## config.mk

```make
export PLATFORM = sky130hd
export DESIGN_NAME = sram_lane_ctrl
export DESIGN_NICKNAME = d
export VERILOG_FILES = /design/src/rtl/sram_lane_pkg.sv /design/src/rtl/sram_lane_fsm.sv /design/src/rtl/sram_lane_datapath.sv /design/src/rtl/sram_lane_ctrl.sv
export SDC_FILE = /design/constraint.sdc
export NUM_CORES = 1
export LEC_CHECK = 0
export ABC_CLOCK_PERIOD_IN_PS = 2630
export BUFFER_PORTS_ARGS = -buffer_cell sky130_fd_sc_hd__buf_4
export CORE_ASPECT_RATIO = 1.1
export CORE_UTILIZATION = 45
export DETAILED_ROUTE_END_ITERATION = 7
export PLACE_DENSITY = 0.85
export SYNTH_ARGS = -nofsm -noshare
export SYNTH_HDL_FRONTEND = slang
export SYNTH_SLANG_ARGS = --single-unit
```

## constraint.sdc

```tcl
create_clock -name clk -period 2.63 [get_ports clk]
set_clock_uncertainty 0.1 [all_clocks]
set_input_delay 0 -clock clk [delete_from_list [all_inputs] [get_ports clk]]
set_output_delay 0 -clock clk [all_outputs]
set_load 0.03 [all_outputs]
```

## src/rtl/sram_lane_pkg.sv

```systemverilog
package sram_lane_pkg;

  typedef enum logic [2:0] {
    ST_IDLE,
    ST_TURN,
    ST_SETUP,
    ST_PULSE,
    ST_RACC,
    ST_RECOV
  } phase_t;

  // strobes from control to datapath
  typedef struct packed {
    logic load;     // latch request fields
    logic ceOn;     // select the RAM
    logic weOn;     // write pulse
    logic oeOn;     // RAM output drivers on
    logic laneOn;   // apply lane mask to enables
    logic dqDrive;  // controller drives data pins
    logic capture;  // sample read data
  } strobe_t;

  function automatic int maxOf4(int a, int b, int c, int d);
    int m;
    m = a;
    if (b > m) m = b;
    if (c > m) m = c;
    if (d > m) m = d;
    return m;
  endfunction

endpackage

```

## src/rtl/sram_lane_fsm.sv

```systemverilog
module sram_lane_fsm
  import sram_lane_pkg::*;
#(
  parameter int SETUP_CYC = 1,
  parameter int PULSE_CYC = 2,
  parameter int RECOV_CYC = 1,
  parameter int READ_CYC  = 3
) (
  input  logic    clk,
  input  logic    rst_n,
  input  logic    reqValid,
  input  logic    reqWrite,
  output logic    reqReady,
  output strobe_t stb
);

  localparam int MAXC  = maxOf4(SETUP_CYC, PULSE_CYC, RECOV_CYC, READ_CYC);
  localparam int CNT_W = (MAXC > 1) ? $clog2(MAXC) : 1;

  localparam logic [CNT_W-1:0] SETUP_LD = CNT_W'(SETUP_CYC - 1);
  localparam logic [CNT_W-1:0] PULSE_LD = CNT_W'(PULSE_CYC - 1);
  localparam logic [CNT_W-1:0] RECOV_LD = CNT_W'(RECOV_CYC - 1);
  localparam logic [CNT_W-1:0] READ_LD  = CNT_W'(READ_CYC - 1);

  phase_t         state;
  logic [CNT_W-1:0] cnt;
  logic           lastRead;
  logic           accept;
  logic           cntDone;

  assign reqReady = (state == ST_IDLE);
  assign accept   = reqValid && reqReady;
  assign cntDone  = (cnt == '0);

  always_ff @(posedge clk or negedge rst_n) begin
    if (!rst_n) begin
      state    <= ST_IDLE;
      cnt      <= '0;
      lastRead <= 1'b0;
    end else begin
      unique case (state)
        ST_IDLE: begin
          if (accept) begin
            if (reqWrite) begin
              state    <= lastRead ? ST_TURN : ST_SETUP;
              cnt      <= SETUP_LD;
              lastRead <= 1'b0;
            end else begin
              state    <= ST_RACC;
              cnt      <= READ_LD;
              lastRead <= 1'b1;
            end
          end
        end
        ST_TURN: begin
          state <= ST_SETUP;
          cnt   <= SETUP_LD;
        end
        ST_SETUP: begin
          if (cntDone) begin
            state <= ST_PULSE;
            cnt   <= PULSE_LD;
          end else begin
            cnt <= cnt - 1'b1;
          end
        end
        ST_PULSE: begin
          if (cntDone) begin
            state <= ST_RECOV;
            cnt   <= RECOV_LD;
          end else begin
            cnt <= cnt - 1'b1;
          end
        end
        ST_RACC: begin
          if (cntDone) begin
            state <= ST_RECOV;
            cnt   <= RECOV_LD;
          end else begin
            cnt <= cnt - 1'b1;
          end
        end
        ST_RECOV: begin
          if (cntDone) state <= ST_IDLE;
          else         cnt   <= cnt - 1'b1;
        end
        default: state <= ST_IDLE;
      endcase
    end
  end

  always_comb begin
    stb         = '0;
    stb.load    = accept;
    stb.ceOn    = (state == ST_SETUP) || (state == ST_PULSE) || (state == ST_RACC);
    stb.weOn    = (state == ST_PULSE);
    stb.oeOn    = (state == ST_RACC);
    stb.laneOn  = stb.ceOn;
    stb.dqDrive = (state == ST_SETUP) || (state == ST_PULSE);
    stb.capture = (state == ST_RACC) && cntDone;
  end

  // last recovery cycle hands control back to the host
  assert_ready_after_recov_R7: assert property (@(posedge clk) disable iff (!rst_n)
    (state == ST_RECOV && cntDone) |=> reqReady);

  // a turnaround cycle only ever follows a read
  assert_turn_after_read_R8: assert property (@(posedge clk) disable iff (!rst_n)
    (state == ST_TURN) |-> ($past(state) == ST_IDLE && $past(lastRead)));

  // phase counter stays within its longest load value
  assert_cnt_bound_R2: assert property (@(posedge clk) disable iff (!rst_n)
    (int'(cnt) < MAXC));

endmodule

```

## src/rtl/sram_lane_datapath.sv

```systemverilog
module sram_lane_datapath
  import sram_lane_pkg::*;
#(
  parameter int ADDR_W = 18,
  parameter int DATA_W = 16,
  localparam int LANES = DATA_W / 8
) (
  input  logic              clk,
  input  logic              rst_n,
  input  strobe_t           stb,
  input  logic [ADDR_W-1:0] reqAddr,
  input  logic [DATA_W-1:0] reqWdata,
  input  logic [LANES-1:0]  reqMask,
  input  logic [DATA_W-1:0] memDqIn,
  output logic [ADDR_W-1:0] memAddr,
  output logic              memCeN,
  output logic              memWeN,
  output logic              memOeN,
  output logic [LANES-1:0]  memBeN,
  output logic [DATA_W-1:0] memDqOut,
  output logic              memDqOe,
  output logic [DATA_W-1:0] rdData,
  output logic              rdValid
);

  logic [ADDR_W-1:0] addrQ;
  logic [DATA_W-1:0] wdataQ;
  logic [LANES-1:0]  maskQ;

  always_ff @(posedge clk or negedge rst_n) begin
    if (!rst_n) begin
      addrQ  <= '0;
      wdataQ <= '0;
      maskQ  <= '0;
    end else if (stb.load) begin
      addrQ  <= reqAddr;
      wdataQ <= reqWdata;
      maskQ  <= reqMask;
    end
  end

  always_ff @(posedge clk or negedge rst_n) begin
    if (!rst_n) rdValid <= 1'b0;
    else        rdValid <= stb.capture;
  end

  assign memAddr  = addrQ;
  assign memCeN   = ~stb.ceOn;
  assign memWeN   = ~stb.weOn;
  assign memOeN   = ~stb.oeOn;
  assign memDqOut = wdataQ;
  assign memDqOe  = stb.dqDrive;

  for (genvar g = 0; g < LANES; g++) begin : g_lane
    assign memBeN[g] = ~(stb.laneOn & maskQ[g]);

    always_ff @(posedge clk or negedge rst_n) begin
      if (!rst_n) begin
        rdData[g*8 +: 8] <= '0;
      end else if (stb.capture) begin
        rdData[g*8 +: 8] <= maskQ[g] ? memDqIn[g*8 +: 8] : 8'h00;
      end
    end
  end

  assert_wr_oe_excl_R9: assert property (@(posedge clk) disable iff (!rst_n)
    !memWeN |-> (memOeN && !memCeN));

  assert_no_contention_R3: assert property (@(posedge clk) disable iff (!rst_n)
    memDqOe |-> memOeN);

  assert_drive_released_R8: assert property (@(posedge clk) disable iff (!rst_n)
    !memOeN |=> !memDqOe);

  assert_rdvalid_single_R6: assert property (@(posedge clk) disable iff (!rst_n)
    rdValid |=> !rdValid);

  assert_lanes_need_select_R5: assert property (@(posedge clk) disable iff (!rst_n)
    (memBeN != '1) |-> !memCeN);

endmodule

```

## src/rtl/sram_lane_ctrl.sv

```systemverilog
module sram_lane_ctrl
  import sram_lane_pkg::*;
#(
  parameter int ADDR_W    = 18,
  parameter int DATA_W    = 16,
  parameter int SETUP_CYC = 1,
  parameter int PULSE_CYC = 2,
  parameter int RECOV_CYC = 1,
  parameter int READ_CYC  = 3,
  localparam int LANES    = DATA_W / 8
) (
  input  logic              clk,
  input  logic              rst_n,
  input  logic              reqValid,
  input  logic              reqWrite,
  input  logic [ADDR_W-1:0] reqAddr,
  input  logic [DATA_W-1:0] reqWdata,
  input  logic [LANES-1:0]  reqMask,
  output logic              reqReady,
  output logic              rdValid,
  output logic [DATA_W-1:0] rdData,
  output logic [ADDR_W-1:0] memAddr,
  output logic              memCeN,
  output logic              memWeN,
  output logic              memOeN,
  output logic [LANES-1:0]  memBeN,
  output logic [DATA_W-1:0] memDqOut,
  output logic              memDqOe,
  input  logic [DATA_W-1:0] memDqIn
);

  strobe_t stb;

  sram_lane_fsm #(
    .SETUP_CYC(SETUP_CYC),
    .PULSE_CYC(PULSE_CYC),
    .RECOV_CYC(RECOV_CYC),
    .READ_CYC (READ_CYC)
  ) u_fsm (
    .clk     (clk),
    .rst_n   (rst_n),
    .reqValid(reqValid),
    .reqWrite(reqWrite),
    .reqReady(reqReady),
    .stb     (stb)
  );

  sram_lane_datapath #(
    .ADDR_W(ADDR_W),
    .DATA_W(DATA_W)
  ) u_dp (
    .clk     (clk),
    .rst_n   (rst_n),
    .stb     (stb),
    .reqAddr (reqAddr),
    .reqWdata(reqWdata),
    .reqMask (reqMask),
    .memDqIn (memDqIn),
    .memAddr (memAddr),
    .memCeN  (memCeN),
    .memWeN  (memWeN),
    .memOeN  (memOeN),
    .memBeN  (memBeN),
    .memDqOut(memDqOut),
    .memDqOe (memDqOe),
    .rdData  (rdData),
    .rdValid (rdValid)
  );

endmodule

```

==> summary.txt, run 1 <==
placed cells: 380
maximum clock path buffer count: 2
sequential area share after synthesis: 0.563
# hold bufs at CTS: 55
period utilisation layout: 0.790
Final HPWL DP: 4310 µm
critical path data required time: 2.74 ns
clock share of power: 0.164
Setup CP Type: flop to flop
Slew HR: 0.512
Psw: 2490 µW
CTS tree: yes
GRT Util Overall: 0.279
maximum achievable frequency: 481 MHz
Crit Reg-Reg Startpoint: u_fsm.state[2]$_DFFE_PN0P_
Clk Tree Root Cell: clkbuf_8
crit path launch type: flop
Switching Share: 0.430
vias per cell: 5.14
Cell Area, Synth: 2620 µm²
gpl congestion: 0.878
Die X: 74.8 µm
drt pass-1 iters: 7
Comb pwr share: 0.525
Final setup viols: 0
Slew Limit Fails: 0
worst hold path type: primary input to asynchronous set/reset pin
Initial Util: 0.477
Critical Path Sink Type: flop
H-tree depth: 3
Crit Reg-Reg Endpoint: u_dp.memDqOut[6]$_DFFE_PN0P_
DR iter-0 viols: 231
IO Count: 114
Syn. warnings: 0
fin nets: 430
# resized after CTS: 0
leakage: 0.00209 µW
layout cells sized above 1: 0.452
status: completed
CTS Buf Count: 9
Sequential Power Share: 0.311
R2R depth: 4
Layout area overhead: 62.1%
Final Util: 0.773
Critical Path Source: u_fsm.state[2]$_DFFE_PN0P_
Worst Setup EP: u_dp.memDqOut[6]$_DFFE_PN0P_
commonest non-fill, non-tap cells in the layout: buf_4, dfrtp_1, dlygate4sd3_1
Rows: 28
Core Box Area: 5500 µm²
port bufs: 113
Clock Latency Late Sink: 0.33 ns
first-pass GRT wire length: 12000 µm
Vias: 2325
Post-CTS Setup Bufs: 0
DR WL/cell: 18.2 µm
Max-cap violations: 0
syn nets: 262
initial antenna violation count: 0
data arrival time of the worst path: 2.19 ns
Final ANT Viol Nets: 0
chip height: 82.1 µm
measured slew at the worst slew-check pin: 0.731 ns
maximum vdd drop: 0.676 mV
unrepaired setup endpoints after global routing: no
Post-Layout Cell Count: 452
drt drc: 0
Yosys cell types: 30
critical path peak fanout: 27
Setup TNS Final: 0 ns
vias in the first global route: 2338
Syn Area/Cell: 12.9 µm²
fillers: 310
P per Cell Area: 1360 nW/µm²
register bit total from synthesis: 59
Synth Instances: 203
GRT Residual Overflow: 0
Clock Sinks: 59
Final min period: 2.08 ns
most common cell after layout, fill and taps aside: buf_4
final wirelength: 8230 µm
final hold vios: 0
P_int: 3290 µW
flop2flop setup slack: 0.55 ns
Worst-path clk slew: 0.07 ns
largest net degree at the start of global routing: 60
die area: 6140 µm²
[layout make-up]
type,instances,area (µm²),area share
Timing Repair Buffer,170,1430,0.335
Tap cell,75,93.8,0.0221
Sequential cell,59,1480,0.347
Clock inverter,4,72.6,0.0171
Clock buffer,12,155,0.0365
Multi-Input combinational cell,125,1000,0.236
Inverter,6,22.5,0.00530
Antenna cell,1,2.50,0.000589
[per-stage QoR]
stage               hold slack, ns  cell area [µm²]  total power [µW]  worst slack (ns)
global route                 0.250             4250              6040             0.448
detailed placement          0.0131             3470              4640             0.578
global placement         -0.000656             3470              4540             0.647
CTS                          0.192             4250              5670             0.562
finish                       0.161             4250              5780             0.553
floorplan                   -0.396             2620              3680             0.745
[power by group through the flow]
stage               Clock (µW)  Combinational, µW  Sequential, µW
floorplan                    0               1280            2410
global placement             0               2810            1730
detailed placement           0               2890            1750
CTS                        956               2960            1750
global route              1000               3200            1840
finish                     946               3040            1800
[synthesized netlist by cell type]
master,instances,share of area
a222oi_1,1,0.0038
a22oi_1,1,0.0029
dfrtp_1,59,0.56
nor2_1,2,0.0029
a21oi_1,2,0.0038
nor2b_4,1,0.0052
o21a_1,2,0.0057
buf_2,2,0.0038
nand2_1,41,0.059
a22o_1,1,0.0033
buf_1,2,0.0029
buf_4,2,0.0057
inv_1,6,0.0086
o211ai_1,1,0.0029
mux2_4,30,0.17
buf_12,3,0.023
o41ai_1,1,0.0033
mux2_2,7,0.030
nor3_4,1,0.0062
o311ai_0,1,0.0033
nand2b_1,2,0.0048
clkbuf_1,2,0.0029
ha_1,3,0.014
o21ai_0,20,0.038
a21o_1,2,0.0057
nand3_1,2,0.0038
and2_1,2,0.0048
a211oi_1,1,0.0029
o2bb2ai_1,1,0.0033
buf_6,2,0.0086
[worst min path at each step]
stage / end / depth (start not counted)
finish: u_dp.rdData[11]$_DFFE_PN0P_ / 2
global route: u_dp.rdData[11]$_DFFE_PN0P_ / 2
CTS: u_dp.rdData[3]$_DFFE_PN0P_ / 2
detailed placement: u_dp.rdData[11]$_DFFE_PN0P_ / 1
global placement: u_dp.rdData[10]$_DFFE_PN0P_ / 1
floorplan: u_dp.maskQ[0]$_DFFE_PN0P_ / 0
[worst max-delay path, cell delays in order (launching register included)]
cell     delay (ns)
dfrtp_1        0.56
nor3_4         0.22
and2_2         0.41
buf_12         0.28
mux2_2         0.38
[kinds of logic (layout without fill, tap and decap cells)]
kind of cell | count (synthesis) | after routing | synth area share
buf+inv | 19 | 192 | 0.0553
mux | 37 | 37 | 0.202
other cells | 0 | 1 | 0
compound gates | 34 | 34 | 0.0792
simple gates | 51 | 51 | 0.0864
fa+ha+maj | 3 | 3 | 0.0143
flops | 59 | 59 | 0.563
[per-layer routing]
layer  GRT usage  up-vias  routed length (µm)
met4       0.145        0                 272
met2       0.495      139                4260
li1            -     1025                   -
met3      0.0785       26                 635
met5           0        -                   0
met1       0.299     1135                3060
[flip-flops by register name, indices dropped and copies added, names as in the netlist]
name and cells:
u_dp.maskQ 2, u_dp.memAddr 18, u_dp.memDqOut 16, u_dp.rdData 16, u_dp.rdValid 1, u_fsm.cnt 2, u_fsm.lastRead 1, u_fsm.state 3
No activity file was read; power rests on OpenSTA's default activity.
==> run 2: changes to the inputs <==
ABC_CLOCK_PERIOD_IN_PS = 2100   (was 2630)
clock period = 2.1 ns   (was 2.63 ns; I/O delays follow)
==> run 2 against run 1 <==
Net effect: fmax increased by 15%; critical path depth unchanged; via count decreased by 1.2%; sequential power increased by 23%; utilization increased by 0.091 points; largest power group unchanged; total power increased by 25%; register-to-register slack got worse by 0.25 ns; critical endpoint is now u_dp.memDqOut[11]$_DFFE_PN0P_; critical path type unchanged; final area increased by 0.12%; cell count unchanged.
==> summary.txt, run 2 (synthesis gave the netlist of run 1 again) <==
Setup CP Type: flop to flop
CTS tree: yes
Final ANT Viol Nets: 0 (unchanged)
most common cell after layout, fill and taps aside: buf_4
flop2flop setup slack: 0.30 ns (-0.25 ns)
Clock Sinks: 59 (unchanged)
CTS Buf Count: 9 (unchanged)
Setup TNS Final: 0 ns (unchanged)
delay-heaviest family, CP: flip-flops
P per Cell Area: 1700 nW/µm² (+25%)
initial antenna violation count: 0 (unchanged)
maximum vdd drop: 0.891 mV (+32%)
Max stage delay cell, worst path: dfrtp_1
crit path launch type: flop
ant diodes: 0 (-1)
layout cells sized above 1: 0.454 (+0.00145)
CP peak stage delay: 0.49 ns (-0.07 ns)
R2R depth: 4 (unchanged)
drt pass-1 iters: 5 (-2)
DR WL/cell: 17.5 µm (-3.8%)
gpl congestion: 0.869 (-1.0%)
placed cells: 381 (+0.26%)
Setup WS post-layout: 0.301 ns (-0.252 ns)
crit-path cells: nor3_4, and2_2, buf_12, mux2_2
Post-Layout Cell Count: 452 (unchanged)
measured slew at the worst slew-check pin: 0.717 ns (-0.0148 ns)
period utilisation layout: 0.857 (+0.0669)
Vias: 2297 (-1.2%)
DR iter-0 viols: 137 (-41%)
Critical Path Source: u_fsm.state[0]$_DFFE_PN0P_
pre-CTS setup slack: 0.313 ns (-0.265 ns)
die area: 6140 µm² (unchanged)
chip height: 82.1 µm (unchanged)
final hold vios: 0 (unchanged)
Core Box Area: 5500 µm² (unchanged)
unrepaired setup endpoints after global routing: no
Slew Limit Fails: 0 (unchanged)
Rows: 28 (unchanged)
Initial Util: 0.477 (unchanged)
final wirelength: 7920 µm (-3.8%)
leakage: 0.00209 µW (+0.24%)
maximum clock path buffer count: 2 (unchanged)
Clk Tree Root Cell: clkbuf_8
drt drc: 0 (unchanged)
Worst-path clk slew: 0.07 ns (about the same)
Largest register FFs: 18 (unchanged)
vias in the first global route: 2352 (+0.60%)
Critical Path Sink Type: flop
maximum achievable frequency: 556 MHz (+15%)
Final setup viols: 0 (unchanged)
fin nets: 431 (+0.23%)
Slew HR: 0.522 (+0.00989)
GRT Residual Overflow: 0 (unchanged)
Final HPWL DP: 4090 µm (-5.2%)
commonest non-fill, non-tap cells in the layout: buf_4, dfrtp_1, dlygate4sd3_1
Clock Latency Late Sink: 0.34 ns (about the same)
Die X: 74.8 µm (unchanged)
worst hold path type: primary input to asynchronous set/reset pin
Final min period: 1.80 ns (-0.278 ns)
critical path data required time: 2.21 ns (-0.53 ns)
Crit Reg-Reg Endpoint: u_dp.memDqOut[11]$_DFFE_PN0P_
GRT Util Overall: 0.271 (-0.00781)
crit path buf inv count: 1 (unchanged)
first-pass GRT wire length: 11700 µm (-2.2%)
Max-cap violations: 0 (unchanged)
H-tree depth: 3 (unchanged)
vias per cell: 5.08 (-1.2%)
data arrival time of the worst path: 1.91 ns (-0.28 ns)
port bufs: 113 (unchanged)
Post-CTS Setup Bufs: 0 (unchanged)
Layout area overhead: 62.3%
status: completed
Crit Reg-Reg Startpoint: u_fsm.state[0]$_DFFE_PN0P_
critical path peak fanout: 37 (+37%)
largest net degree at the start of global routing: 60 (unchanged)
IO Count: 114 (unchanged)
## run 2: stage by stage
stage	hold WS, ns	utilization	area (µm²)	total power (µW)
global route	0.245	0.774	4260	7570
detailed placement	0.00865	0.632	3480	5800
finish	0.161	0.774	4260	7220
floorplan	-0.396	-	2620	4610
CTS	0.188	0.774	4260	7090
global placement	0.000259	0.632	3480	5690
## run 2: cell type report
| type | instances | area [µm²] |
|---|---|---|
| timing repair buffer | 171 | 1430 |
| multi-input combinational | 125 | 1000 |
| clock inverter | 4 | 72.6 |
| sequential | 59 | 1480 |
| inverter | 6 | 22.5 |
| fill | 296 | 1240 |
| clock buffer | 12 | 155 |
| tap | 75 | 93.8 |
## run 2: metal layers
layer	wire, µm	share of wire	up-vias	GRT usage
li1	-	-	1027	-
met1	3030	0.38	1106	0.294
met2	4020	0.51	141	0.468
met3	638	0.081	23	0.0785
met4	228	0.029	0	0.157
met5	0	0	-	0
## run 2: how the worst max path moves through the flow
stage                                         end  slack, ns  cells past startpoint
finish              u_dp.memDqOut[11]$_DFFE_PN0P_       0.30                      4
global route        u_dp.memDqOut[11]$_DFFE_PN0P_       0.22                      4
CTS                 u_dp.memDqOut[11]$_DFFE_PN0P_       0.30                      4
detailed placement  u_dp.memDqOut[11]$_DFFE_PN0P_       0.31                      4
global placement    u_dp.memDqOut[12]$_DFFE_PN0P_       0.36                      4
floorplan               u_dp.maskQ[0]$_DFFE_PN0P_       0.21                      6
## run 2: report_power, final
| group | switching, µW | total, µW | leakage (µW) | internal (µW) |
|---|---|---|---|---|
| registers | 493 | 2210 | 0.000722 | 1710 |
| clock network | 461 | 1190 | 0.000113 | 732 |
| logic | 2130 | 3820 | 0.00126 | 1690 |
| total | 3080 | 7220 | 0.00209 | 4140 |
## run 2: what timing repair did
action / CTS / global route
hold buffers: 55 / 0
gates resized for setup: 0 / 0
endpoints found under the hold margin: 115 / 0
setup endpoints to repair: 0 / 0
==> run 3: changes to the inputs <==
ABC_AREA = 1   (was not set)
==> run 3 against run 2 <==
Net effect: total power is 11% lower; sequential share of layout area is 0.40 points higher; sequential power is 8% lower; final area is 1.1% lower; fmax is 0.56% higher; critical endpoint is now reqReady; largest power group unchanged; highest routed layer unchanged.
==> summary.txt, run 3 <==
crit path launch type: flop
Clock Sinks: 59 (unchanged)
Synth Instances: 298 (+47%)
most common cell in the synthesized netlist: nand2_1
initial antenna violation count: 0 (unchanged)
Final ANT Viol Nets: 0 (unchanged)
Final min period: 1.79 ns (-0.00996 ns)
port bufs: 113 (unchanged)
die area: 6130 µm² (about the same)
top post-synthesis cells by area: dfrtp_1, nand2_1, nand3_1
Sequential Power Share: 0.314 (+0.008)
Die X: 74.8 µm (about the same)
Slew Limit Fails: 0 (unchanged)
fin nets: 521 (+21%)
Post-Layout Cell Count: 541 (+20%)
critical path peak fanout: 26 (-30%)
Final HPWL DP: 4340 µm (+6.1%)
# resized after CTS: 0 (unchanged)
Vias: 2739 (+19%)
drt drc: 0 (unchanged)
largest net degree at the start of global routing: 60 (unchanged)
data arrival time of the worst path: 1.69 ns (-0.22 ns)
Initial Util: 0.477 (about the same)
number of synthesized flops with an enable pin: 0 (unchanged)
Post-CTS Setup Bufs: 0 (unchanged)
vias in the first global route: 2704 (+15%)
sequential area share after synthesis: 0.563 (about the same)
grt met3 use: 0.0564 (-0.0221)
maximum clock path buffer count: 2 (unchanged)
Rows: 28 (unchanged)
# hold bufs at CTS: 54 (-1.8%)
final wirelength: 7840 µm (-1.0%)
Top FF cell, synth: dfrtp_1
drt pass-1 iters: 5 (unchanged)
Max-cap violations: 0 (unchanged)
P per Cell Area: 1530 nW/µm² (-9.6%)
Core Box Area: 5500 µm² (unchanged)
clock share of power: 0.161 (-0.004)
first-pass GRT wire length: 12200 µm (+4.2%)
gpl congestion: 0.916 (+5.4%)
maximum vdd drop: 0.935 mV (+4.9%)
busiest metal layer after global routing: met2
design area: 4210 µm² (-1.1%)
Layout area overhead: 60.5%
GRT Util Overall: 0.266 (-0.00496)
DR iter-0 viols: 237 (+73%)
Syn. warnings: 0 (unchanged)
maximum achievable frequency: 559 MHz (+0.56%)
measured slew at the worst slew-check pin: 0.750 ns (+0.0332 ns)
Final Util: 0.765 (-0.00887)
Switching Share: 0.468 (+0.0410)
CTS Buf Count: 9 (unchanged)
ys async rst share: 1.00 (unchanged)
GRT Residual Overflow: 0 (unchanged)
commonest cells in the netlist: nand2_1, nand3_1, dfrtp_1
DR WL/cell: 14.5 µm (-17%)
leakage: 0.00227 µW (+8.2%)
period utilisation layout: 0.852 (-0.00474)
Yosys cell types: 22 (-27%)
grt met2 use: 0.458 (-0.0108)
Setup TNS Final: 0 ns (unchanged)
layout cells sized above 1: 0.307 (-0.147)
commonest non-fill, non-tap cells in the layout: buf_4, nand2_1, nand3_1
leading area contributor after synthesis: dfrtp_1
chip height: 82.0 µm (about the same)
Final Power: 6450 µW (-11%)
placed cells: 472 (+24%)
Syn Area/Cell: 8.80 µm² (-32%)
Cell Area, Synth: 2620 µm² (about the same)
Worst-path clk slew: 0.07 ns (about the same)
status: completed
Slew HR: 0.500 (-0.0222)
IO Count: 114 (unchanged)
worst hold path type: primary input to flop
Clk Tree Root Cell: clkbuf_8
met1 Resource Use GR: 0.317 (+0.0233)
final hold vios: 0 (unchanged)
vias per cell: 5.06 (-0.37%)
H-tree depth: 3 (unchanged)
Final setup viols: 0 (unchanged)
placed cell area: 3470 µm² (-0.36%)
register bit total from synthesis: 59 (unchanged)
unrepaired setup endpoints after global routing: no
Comb pwr share: 0.525 (-0.004)
critical path data required time: 2.00 ns (-0.21 ns)
post-synth top area share: 0.563 (about the same)
Psw: 3020 µW (-2.1%)
syn nets: 357 (+36%)
Setup CP Type: flop to output pin
Clock Latency Late Sink: 0.32 ns (-0.02 ns)
CTS tree: yes
Critical Path Sink Type: output pin
Largest register FFs: 18 (unchanged)
P_int: 3430 µW (-17%)
most common cell after layout, fill and taps aside: buf_4
ant diodes: 0 (unchanged)
run 3: critical path: stages, from the launching register on:
cell	delay, ns
dfrtp_1	0.43
inv_1	0.15
nand2_2	0.09
nor2_2	0.17
buf_4	0.31
buf_4	0.22
run 3: worst paths after layout:
check | from | end | slack [ns] | depth (start not counted)
hold reg to reg | u_dp.memDqOut[15]$_DFFE_PN0P_ | u_dp.memDqOut[15]$_DFFE_PN0P_ | 0.37 | 2
min in group asynchronous | rst_n | u_dp.rdData[3]$_DFFE_PN0P_ | 0.19 | 2
hold / removal | reqValid | u_dp.memDqOut[4]$_DFFE_PN0P_ | 0.03 | 3
max in group asynchronous | rst_n | u_dp.memAddr[2]$_DFFE_PN0P_ | 1.20 | 2
setup / recovery | u_fsm.state[0]$_DFFE_PN0P_ | reqReady | 0.31 | 5
setup reg to reg | u_fsm.cnt[0]$_DFFE_PN0P_ | u_fsm.cnt[1]$_DFFE_PN0P_ | 0.49 | 9
run 3: logic make-up after synthesis:
kind of cell,count (synthesis),synth area share
adder cells (fa/ha/maj),3,0.0143
AO/OA/AOI/OAI,27,0.0601
AND/OR/NAND/NOR,179,0.296
flip-flops,59,0.563
buffers and inverters,30,0.0659
run 3: area by class of cell:
cell class / instances / area, µm²
multi-input cells: 209 / 972
well taps: 75 / 93.8
clock inverters: 4 / 50.0
fillers: 369 / 1290
repair buffers: 171 / 1420
flip-flops and latches: 59 / 1480
clock buffers: 11 / 151
inverters: 12 / 45.0
run 3: power groups by stage:
stage / registers (µW) / clock network (µW) / logic (µW)
3_3_place_gp: 2000 / 0 / 3190
5_1_grt: 2080 / 1110 / 3680
2_1_floorplan: 2760 / 0 / 1400
4_1_cts: 2000 / 1050 / 3350
6_report: 2030 / 1040 / 3390
3_5_place_dp: 2000 / 0 / 3270
run 3: layer usage:
metal  vias to the layer above  share of wire
li1                       1297              -
met3                        22          0.073
met5                         -              0
met4                         0          0.025
met2                       154           0.51
met1                      1266           0.39
run 3: per-stage QoR:
step / setup WS [ns] / hold WS [ns]
finish: 0.311 / 0.0259
global route: 0.209 / 0.0313
CTS: 0.313 / 0.0130
detailed placement: 0.498 / 0.00923
global placement: 0.571 / 0.0106
floorplan: 0.511 / -0.396
